$ cat config.mk
export PLATFORM = sky130hd
export DESIGN_NAME = dma_burst_arbiter
export DESIGN_NICKNAME = d
export VERILOG_FILES = /design/src/rtl/dba_pkg.sv /design/src/rtl/dba_sync.sv /design/src/rtl/dba_gap_timer.sv /design/src/rtl/dba_preempt_timer.sv /design/src/rtl/dba_fsm.sv /design/src/rtl/dma_burst_arbiter.sv
export SDC_FILE = /design/constraint.sdc
export NUM_CORES = 1
export LEC_CHECK = 0
export BUFFER_PORTS_ARGS = -buffer_cell sky130_fd_sc_hd__buf_2
export CORE_UTILIZATION = 45
export CTS_CLUSTER_DIAMETER = 50
export CTS_CLUSTER_SIZE = 24
export DETAILED_ROUTE_END_ITERATION = 12
export SYNTH_ARGS = -nofsm -noshare
export SYNTH_HDL_FRONTEND = slang
export SYNTH_SLANG_ARGS = --single-unit
$ cat constraint.sdc
create_clock -name clk -period 3.7 [get_ports clk]
set_input_delay 0.74 -clock clk [delete_from_list [all_inputs] [get_ports clk]]
set_output_delay 0.74 -clock clk [all_outputs]
set_load 0.01 [all_outputs]
$ cat src/rtl/dba_pkg.sv
package dba_pkg;

  typedef enum logic [2:0] {
    ST_IDLE = 3'd0,
    ST_REQ  = 3'd1,
    ST_ARB  = 3'd2,
    ST_XFR  = 3'd3,
    ST_END  = 3'd4
  } arb_state_e;

  // Index of each asynchronous input inside the synchronizer vector
  localparam int IDX_REQ  = 0;
  localparam int IDX_ARB  = 1;
  localparam int IDX_WON  = 2;
  localparam int IDX_PRE  = 3;
  localparam int IDX_CRST = 4;
  localparam int N_ASYNC  = 5;

endpackage

$ cat src/rtl/dba_sync.sv
module dba_sync #(
  parameter int WIDTH  = 5,
  parameter int STAGES = 2
) (
  input  logic             clk,
  input  logic             rst_n,
  input  logic [WIDTH-1:0] async_i,
  output logic [WIDTH-1:0] sync_o
);

  genvar b;
  generate
    for (b = 0; b < WIDTH; b++) begin : g_bit
      logic [STAGES-1:0] chain_q;
      always_ff @(posedge clk or negedge rst_n) begin
        if (!rst_n) begin
          chain_q <= '0;
        end else begin
          chain_q <= {chain_q[STAGES-2:0], async_i[b]};
        end
      end
      assign sync_o[b] = chain_q[STAGES-1];
    end
  endgenerate

endmodule

$ cat src/rtl/dba_gap_timer.sv
module dba_gap_timer #(
  parameter int GAP_CYC = 10
) (
  input  logic clk,
  input  logic rst_n,
  input  logic clr,
  input  logic load,
  output logic done
);

  localparam int CW = $clog2(GAP_CYC + 1);
  localparam logic [CW-1:0] LOAD_VAL = CW'(GAP_CYC);

  logic [CW-1:0] cnt_q, cnt_d;
  logic          cnt_en;

  always_comb begin
    cnt_en = clr || load || (cnt_q != '0);
    if (clr)       cnt_d = '0;
    else if (load) cnt_d = LOAD_VAL;
    else           cnt_d = cnt_q - CW'(1);
  end

  always_ff @(posedge clk or negedge rst_n) begin
    if (!rst_n)      cnt_q <= '0;
    else if (cnt_en) cnt_q <= cnt_d;
  end

  assign done = (cnt_q == '0);

endmodule

$ cat src/rtl/dba_preempt_timer.sv
module dba_preempt_timer #(
  parameter int LIMIT_CYC = 780000
) (
  input  logic clk,
  input  logic rst_n,
  input  logic run,
  output logic hit
);

  localparam int CW = (LIMIT_CYC > 1) ? $clog2(LIMIT_CYC) : 1;
  localparam logic [CW-1:0] LAST = CW'(LIMIT_CYC - 1);

  logic [CW-1:0] cnt_q, cnt_d;
  logic          cnt_en;

  always_comb begin
    cnt_en = !run || (cnt_q != LAST);
    if (!run) cnt_d = '0;
    else      cnt_d = cnt_q + CW'(1);
  end

  always_ff @(posedge clk or negedge rst_n) begin
    if (!rst_n)      cnt_q <= '0;
    else if (cnt_en) cnt_q <= cnt_d;
  end

  assign hit = run && (cnt_q == LAST);

endmodule

$ cat src/rtl/dba_fsm.sv
module dba_fsm
  import dba_pkg::*;
(
  input  logic clk,
  input  logic rst_n,
  input  logic req_s,
  input  logic arb_s,
  input  logic won_s,
  input  logic crst_s,
  input  logic gap_done,
  input  logic tmo_hit,
  output logic in_xfr,
  output logic in_end,
  output logic burst_o,
  output logic preempt_o,
  output logic ack_o,
  output logic vec_en_o
);

  arb_state_e state_q, state_d;

  always_comb begin
    state_d = state_q;
    if (crst_s) begin
      state_d = ST_IDLE;
    end else begin
      unique case (state_q)
        ST_IDLE: if (req_s && gap_done) state_d = ST_REQ;
        ST_REQ: begin
          if (!req_s)     state_d = ST_IDLE;
          else if (arb_s) state_d = ST_ARB;
        end
        ST_ARB: begin
          if (!req_s)      state_d = ST_IDLE;
          else if (won_s)  state_d = ST_XFR;
          else if (!arb_s) state_d = ST_REQ;
        end
        ST_XFR:  if (!req_s || tmo_hit) state_d = ST_END;
        ST_END:  state_d = ST_IDLE;
        default: state_d = ST_IDLE;
      endcase
    end
  end

  always_ff @(posedge clk or negedge rst_n) begin
    if (!rst_n) state_q <= ST_IDLE;
    else        state_q <= state_d;
  end

  always_comb begin
    burst_o   = 1'b0;
    preempt_o = 1'b0;
    ack_o     = 1'b0;
    vec_en_o  = 1'b0;
    unique case (state_q)
      ST_REQ: preempt_o = 1'b1;
      ST_ARB: begin
        preempt_o = 1'b1;
        vec_en_o  = 1'b1;
      end
      ST_XFR: begin
        burst_o = 1'b1;
        ack_o   = 1'b1;
      end
      default: ;
    endcase
  end

  assign in_xfr = (state_q == ST_XFR);
  assign in_end = (state_q == ST_END);


  idle_req_chk: assert property (@(posedge clk) disable iff (!rst_n)
    (state_q == ST_IDLE && gap_done && req_s && !crst_s) |=> preempt_o);


  win_burst_chk: assert property (@(posedge clk) disable iff (!rst_n)
    (state_q == ST_ARB && req_s && won_s && !crst_s) |=> (burst_o && ack_o && !vec_en_o));


  req_drop_chk: assert property (@(posedge clk) disable iff (!rst_n)
    (burst_o && !req_s && !crst_s) |=> (!burst_o && state_q == ST_END));


  gap_hold_chk: assert property (@(posedge clk) disable iff (!rst_n)
    (state_q == ST_END && !crst_s) |=> (!preempt_o && !gap_done));


  tmo_release_chk: assert property (@(posedge clk) disable iff (!rst_n)
    (state_q == ST_XFR && tmo_hit && !crst_s) |=> !burst_o);


  crst_clear_chk: assert property (@(posedge clk) disable iff (!rst_n)
    crst_s |=> (!burst_o && !preempt_o && !vec_en_o && !ack_o));

endmodule

$ cat src/rtl/dma_burst_arbiter.sv
module dma_burst_arbiter
  import dba_pkg::*;
#(
  parameter int CLK_PERIOD_NS    = 10,
  parameter int GAP_NS           = 100,
  parameter int PREEMPT_LIMIT_NS = 7_800_000,
  parameter int SYNC_STAGES      = 2
) (
  input  logic clk,
  input  logic rst_n,
  input  logic dev_req,
  input  logic arb_phase,
  input  logic bus_won,
  input  logic preempt_in,
  input  logic chan_rst,
  output logic burst_o,
  output logic preempt_o,
  output logic ack_o,
  output logic vec_en_o
);

  localparam int GAP_CYC_RAW = (GAP_NS + CLK_PERIOD_NS - 1) / CLK_PERIOD_NS;
  localparam int GAP_CYC     = (GAP_CYC_RAW < 1) ? 1 : GAP_CYC_RAW;
  localparam int TMO_CYC_RAW = PREEMPT_LIMIT_NS / CLK_PERIOD_NS;
  localparam int TMO_CYC     = (TMO_CYC_RAW < 1) ? 1 : TMO_CYC_RAW;

  logic [N_ASYNC-1:0] async_v, sync_v;
  logic gap_done, tmo_hit, in_xfr, in_end;

  always_comb begin
    async_v           = '0;
    async_v[IDX_REQ]  = dev_req;
    async_v[IDX_ARB]  = arb_phase;
    async_v[IDX_WON]  = bus_won;
    async_v[IDX_PRE]  = preempt_in;
    async_v[IDX_CRST] = chan_rst;
  end

  dba_sync #(.WIDTH(N_ASYNC), .STAGES(SYNC_STAGES)) u_sync (
    .clk     (clk),
    .rst_n   (rst_n),
    .async_i (async_v),
    .sync_o  (sync_v)
  );

  dba_gap_timer #(.GAP_CYC(GAP_CYC)) u_gap (
    .clk   (clk),
    .rst_n (rst_n),
    .clr   (sync_v[IDX_CRST]),
    .load  (in_end),
    .done  (gap_done)
  );

  dba_preempt_timer #(.LIMIT_CYC(TMO_CYC)) u_tmo (
    .clk   (clk),
    .rst_n (rst_n),
    .run   (in_xfr && sync_v[IDX_PRE]),
    .hit   (tmo_hit)
  );

  dba_fsm u_fsm (
    .clk       (clk),
    .rst_n     (rst_n),
    .req_s     (sync_v[IDX_REQ]),
    .arb_s     (sync_v[IDX_ARB]),
    .won_s     (sync_v[IDX_WON]),
    .crst_s    (sync_v[IDX_CRST]),
    .gap_done  (gap_done),
    .tmo_hit   (tmo_hit),
    .in_xfr    (in_xfr),
    .in_end    (in_end),
    .burst_o   (burst_o),
    .preempt_o (preempt_o),
    .ack_o     (ack_o),
    .vec_en_o  (vec_en_o)
  );

endmodule

==> run metrics <==
worst-margin pin slew=between 0.8 and 0.9 ns; DIE AREA=0.004378 mm²; die width=~66 µm; die height=66.17 µm; first-pass GRT wire length=6106 µm; crit path capture type=flip-flop; wire length per cell=14.02 µm; Initial Util=48.78%; WP data arrival=between 2 and 2.5 ns; Crit Reg-Reg Startpoint=u_tmo.cnt_q[12]$_DFFE_PN0P_; min-delay src=u_sync.g_bit[0].chain_q[0]$_DFF_PN0_; TritonCTS clock tree=yes; Leakage=0.8372 nW; # resized after CTS=0; Top-Level Pins=11; final wirelength=3323 µm; fin crit share=53.14%; syn avg cell area=10.41 µm²; dpl ws=1.738 ns; cells after synthesis=178; PortBufs=10; total grt overflow=0; Post-synth EDFFs=0; RSZ-0062 raised after global routing=no; CP max stage delay=0.57 ns; clk_lat worst skew=0.30 ns; post-synthesis register bit count=37; hold path cells=0; CP startpoint kind=flip-flop; largest net degree at the start of global routing=38; fin nets=197; type of the most critical hold path=flip-flop to flip-flop; hold violation count in the final report=0; Hold-fix buffers, CTS=0; Critical R2R Capture=u_fsm.state_q[0]$_DFFE_PN0P_; GRT Total Usage=18.75%; worst endpoint required time=3.89 ns; final-report max-slew violation count=0; Worst VDD drop=~0.22 mV; asr flop ratio synth=100.0%; area delta synth->final=7.225%; via/cell ratio=~5.6; setup bufs post-CTS=0; power density cells=441.8 mW/mm²; H-tree depth=2; post-route setup slack=1.734 ns; fin crit period=1.966 ns; CP Cell Sequence=or4_4 -> nor4_4 -> a31oi_1 -> o211a_1; initial detailed-routing violation count=87; CTS clk-pin slew, worst paths=0.08 ns; hpwl dp=2322 µm; Hold EP=u_sync.g_bit[0].chain_q[1]$_DFF_PN0_; TritonCTS Buffers=5; GP Congestion=about 0.85; Synth warnings=0; number of global-route vias before repair=1278; vias=1337; Post-Syn Area=0.001853 mm²; DRC viols=0; maximum capacitance violations=0; CTS Root Cell=clkbuf_8; status=finished clean; class of the most critical setup path=flip-flop to flip-flop; worst reg-to-reg setup slack=1.73 ns; Final Skew=around 0.0074 ns; Slew HR=a little under half; Synth Net Count=187; Final Total Pwr=between 0.8 and 0.9 mW; TNS Setup=0 ns; FMAX=508.6 MHz; sequential area share after synthesis=49.97%; ant diodes=0; Max FO, Critical Path=9; CTS sink cnt=37; worst-case clock buffer depth=2; post-route ant nets=0; Distinct cells, synth=48; Placement Rows=22; Final setup viols=0; Primary FF master, synth=dfrtp_1; share of layout cells above drive strength 1=13.76%; Placeable Area=0.003799 mm²; antenna violations before repair=0; Pre-antenna DRT Iters=4; Slowest-stage cell, CP=or4_4; R2R depth=4
==> cell usage after synthesis (all sizes together) (2+ instances only) <==
| cell | n | area share, % |
|---|---|---|
| ha | 2 | 1.4 |
| nor3b | 2 | 0.81 |
| nor4 | 3 | 1.8 |
| xnor2 | 6 | 2.8 |
| nand2 | 18 | 3.6 |
| mux2i | 3 | 1.6 |
| inv | 3 | 0.61 |
| and2 | 2 | 0.74 |
| nand2b | 5 | 1.7 |
| o211a | 2 | 1.1 |
| a21oi | 12 | 3.2 |
| xor2 | 3 | 1.4 |
| a31oi | 3 | 1.0 |
| nor2 | 13 | 2.6 |
| o311ai | 2 | 0.95 |
| or4 | 3 | 1.6 |
| nand4 | 5 | 1.7 |
| nand3 | 8 | 2.2 |
| a2111o | 2 | 1.2 |
| or3 | 2 | 0.68 |
| o21ai | 7 | 2.1 |
| buf | 5 | 2.8 |
| nor3 | 5 | 1.4 |
| clkbuf | 2 | 0.94 |
| a221oi | 2 | 0.95 |
| nand3b | 2 | 0.81 |
| dfrtp | 37 | 50 |
| and4 | 3 | 1.4 |
| and3 | 4 | 1.4 |
==> area by class of cell <==
cell class	count	area (µm²)
Fill cell	357	1812
Sequential cell	37	925.9
Timing Repair Buffer	10	50.05
Clock buffer	5	68.82
Multi-Input combinational cell	131	845.8
Tap cell	48	60.06
Clock inverter	3	25.02
Inverter	3	11.26
==> worst max-delay path by stage <==
stage                                 from                      endpoint  slack [ns]  cells past startpoint
6_report       u_tmo.cnt_q[12]$_DFFE_PN0P_  u_fsm.state_q[0]$_DFFE_PN0P_        1.73                      4
5_1_grt         u_tmo.cnt_q[1]$_DFFE_PN0P_  u_fsm.state_q[0]$_DFFE_PN0P_        1.63                      5
4_1_cts        u_tmo.cnt_q[12]$_DFFE_PN0P_  u_fsm.state_q[0]$_DFFE_PN0P_        1.72                      4
3_5_place_dp   u_tmo.cnt_q[12]$_DFFE_PN0P_  u_fsm.state_q[0]$_DFFE_PN0P_        1.74                      4
3_3_place_gp   u_tmo.cnt_q[12]$_DFFE_PN0P_  u_fsm.state_q[0]$_DFFE_PN0P_        1.81                      4
2_1_floorplan  u_tmo.cnt_q[12]$_DFFE_PN0P_    u_tmo.cnt_q[2]$_DFFE_PN0P_        1.88                      4
==> registers in the layout, summed over array words and instances, names as in the netlist <==
register              flops
u_fsm.state_q             3
u_gap.cnt_q               4
u_sync.g_bit.chain_q     10
u_tmo.cnt_q              20
==> cell families after synthesis <==
kind of cell | count (synthesis) | synth area share (%)
AOI/OAI and AO/OA | 37 | 13.57
buffers and inverters | 10 | 4.388
DFF | 37 | 49.97
muxes | 3 | 1.621
and+or+nand+nor | 80 | 24.85
adders and majority gates | 2 | 1.350
xor gates and xnor gates | 9 | 4.254
==> stage by stage <==
step	util [%]	instance area (µm²)	instances	hold WS [ns]
3_3_place_gp	49.84	1893	229	0.3320
4_1_cts	52.31	1987	237	0.3541
2_1_floorplan	-	1853	178	0.3312
6_report	52.31	1987	237	0.3515
3_5_place_dp	49.84	1893	229	0.3347
5_1_grt	52.31	1987	237	0.3607
==> layer usage <==
layer	track usage, %	part of all wire [%]	vias up	wire length [µm]
li1	-	-	678	-
met1	26.84	52	634	1734
met2	27.17	44	21	1459
met3	5.172	2.8	4	93
met4	6.383	1.1	0	36
met5	0	0	-	0
==> worst max-delay path, delay by kind of cell (launching register included) <==
| family | cells | cell delay [ns] |
|---|---|---|
| AO/OA/AOI/OAI | 2 | 0.43 |
| flip-flops | 1 | 0.42 |
| AND/OR/NAND/NOR | 2 | 1.00 |
==> cell usage in the layout, fill, tap and decap left out, types with 2 or more instances in the layout <==
cell / Yosys / routed
a2111o_1: 2 / 2
mux2i_1: 3 / 3
o311ai_0: 2 / 2
nor3b_1: 2 / 2
nand3_1: 8 / 8
o21ai_0: 6 / 6
o211a_1: 2 / 2
clkbuf_8: 1 / 5
nor2_1: 13 / 13
nand2b_1: 5 / 5
xor2_1: 3 / 3
buf_2: 0 / 10
and4_1: 3 / 3
inv_1: 3 / 3
nor3_1: 5 / 5
nand3b_1: 2 / 2
a21oi_1: 12 / 12
nand2_1: 18 / 18
a221oi_1: 2 / 2
nor4_1: 2 / 2
ha_1: 2 / 2
or4_4: 2 / 2
nand4_1: 5 / 5
xnor2_1: 6 / 6
or3_1: 2 / 2
inv_6: 0 / 2
dfrtp_1: 37 / 37
and3_1: 3 / 3
a31oi_1: 3 / 3
==> power by group <==
part | internal (mW) | leakage, nW | switching [mW]
Clock | 0.137 | 0.0452 | 0.157
Combinational | 0.0640 | 0.302 | 0.0658
Sequential | 0.429 | 0.490 | 0.0253
Power figures use the tool's default switching activity.
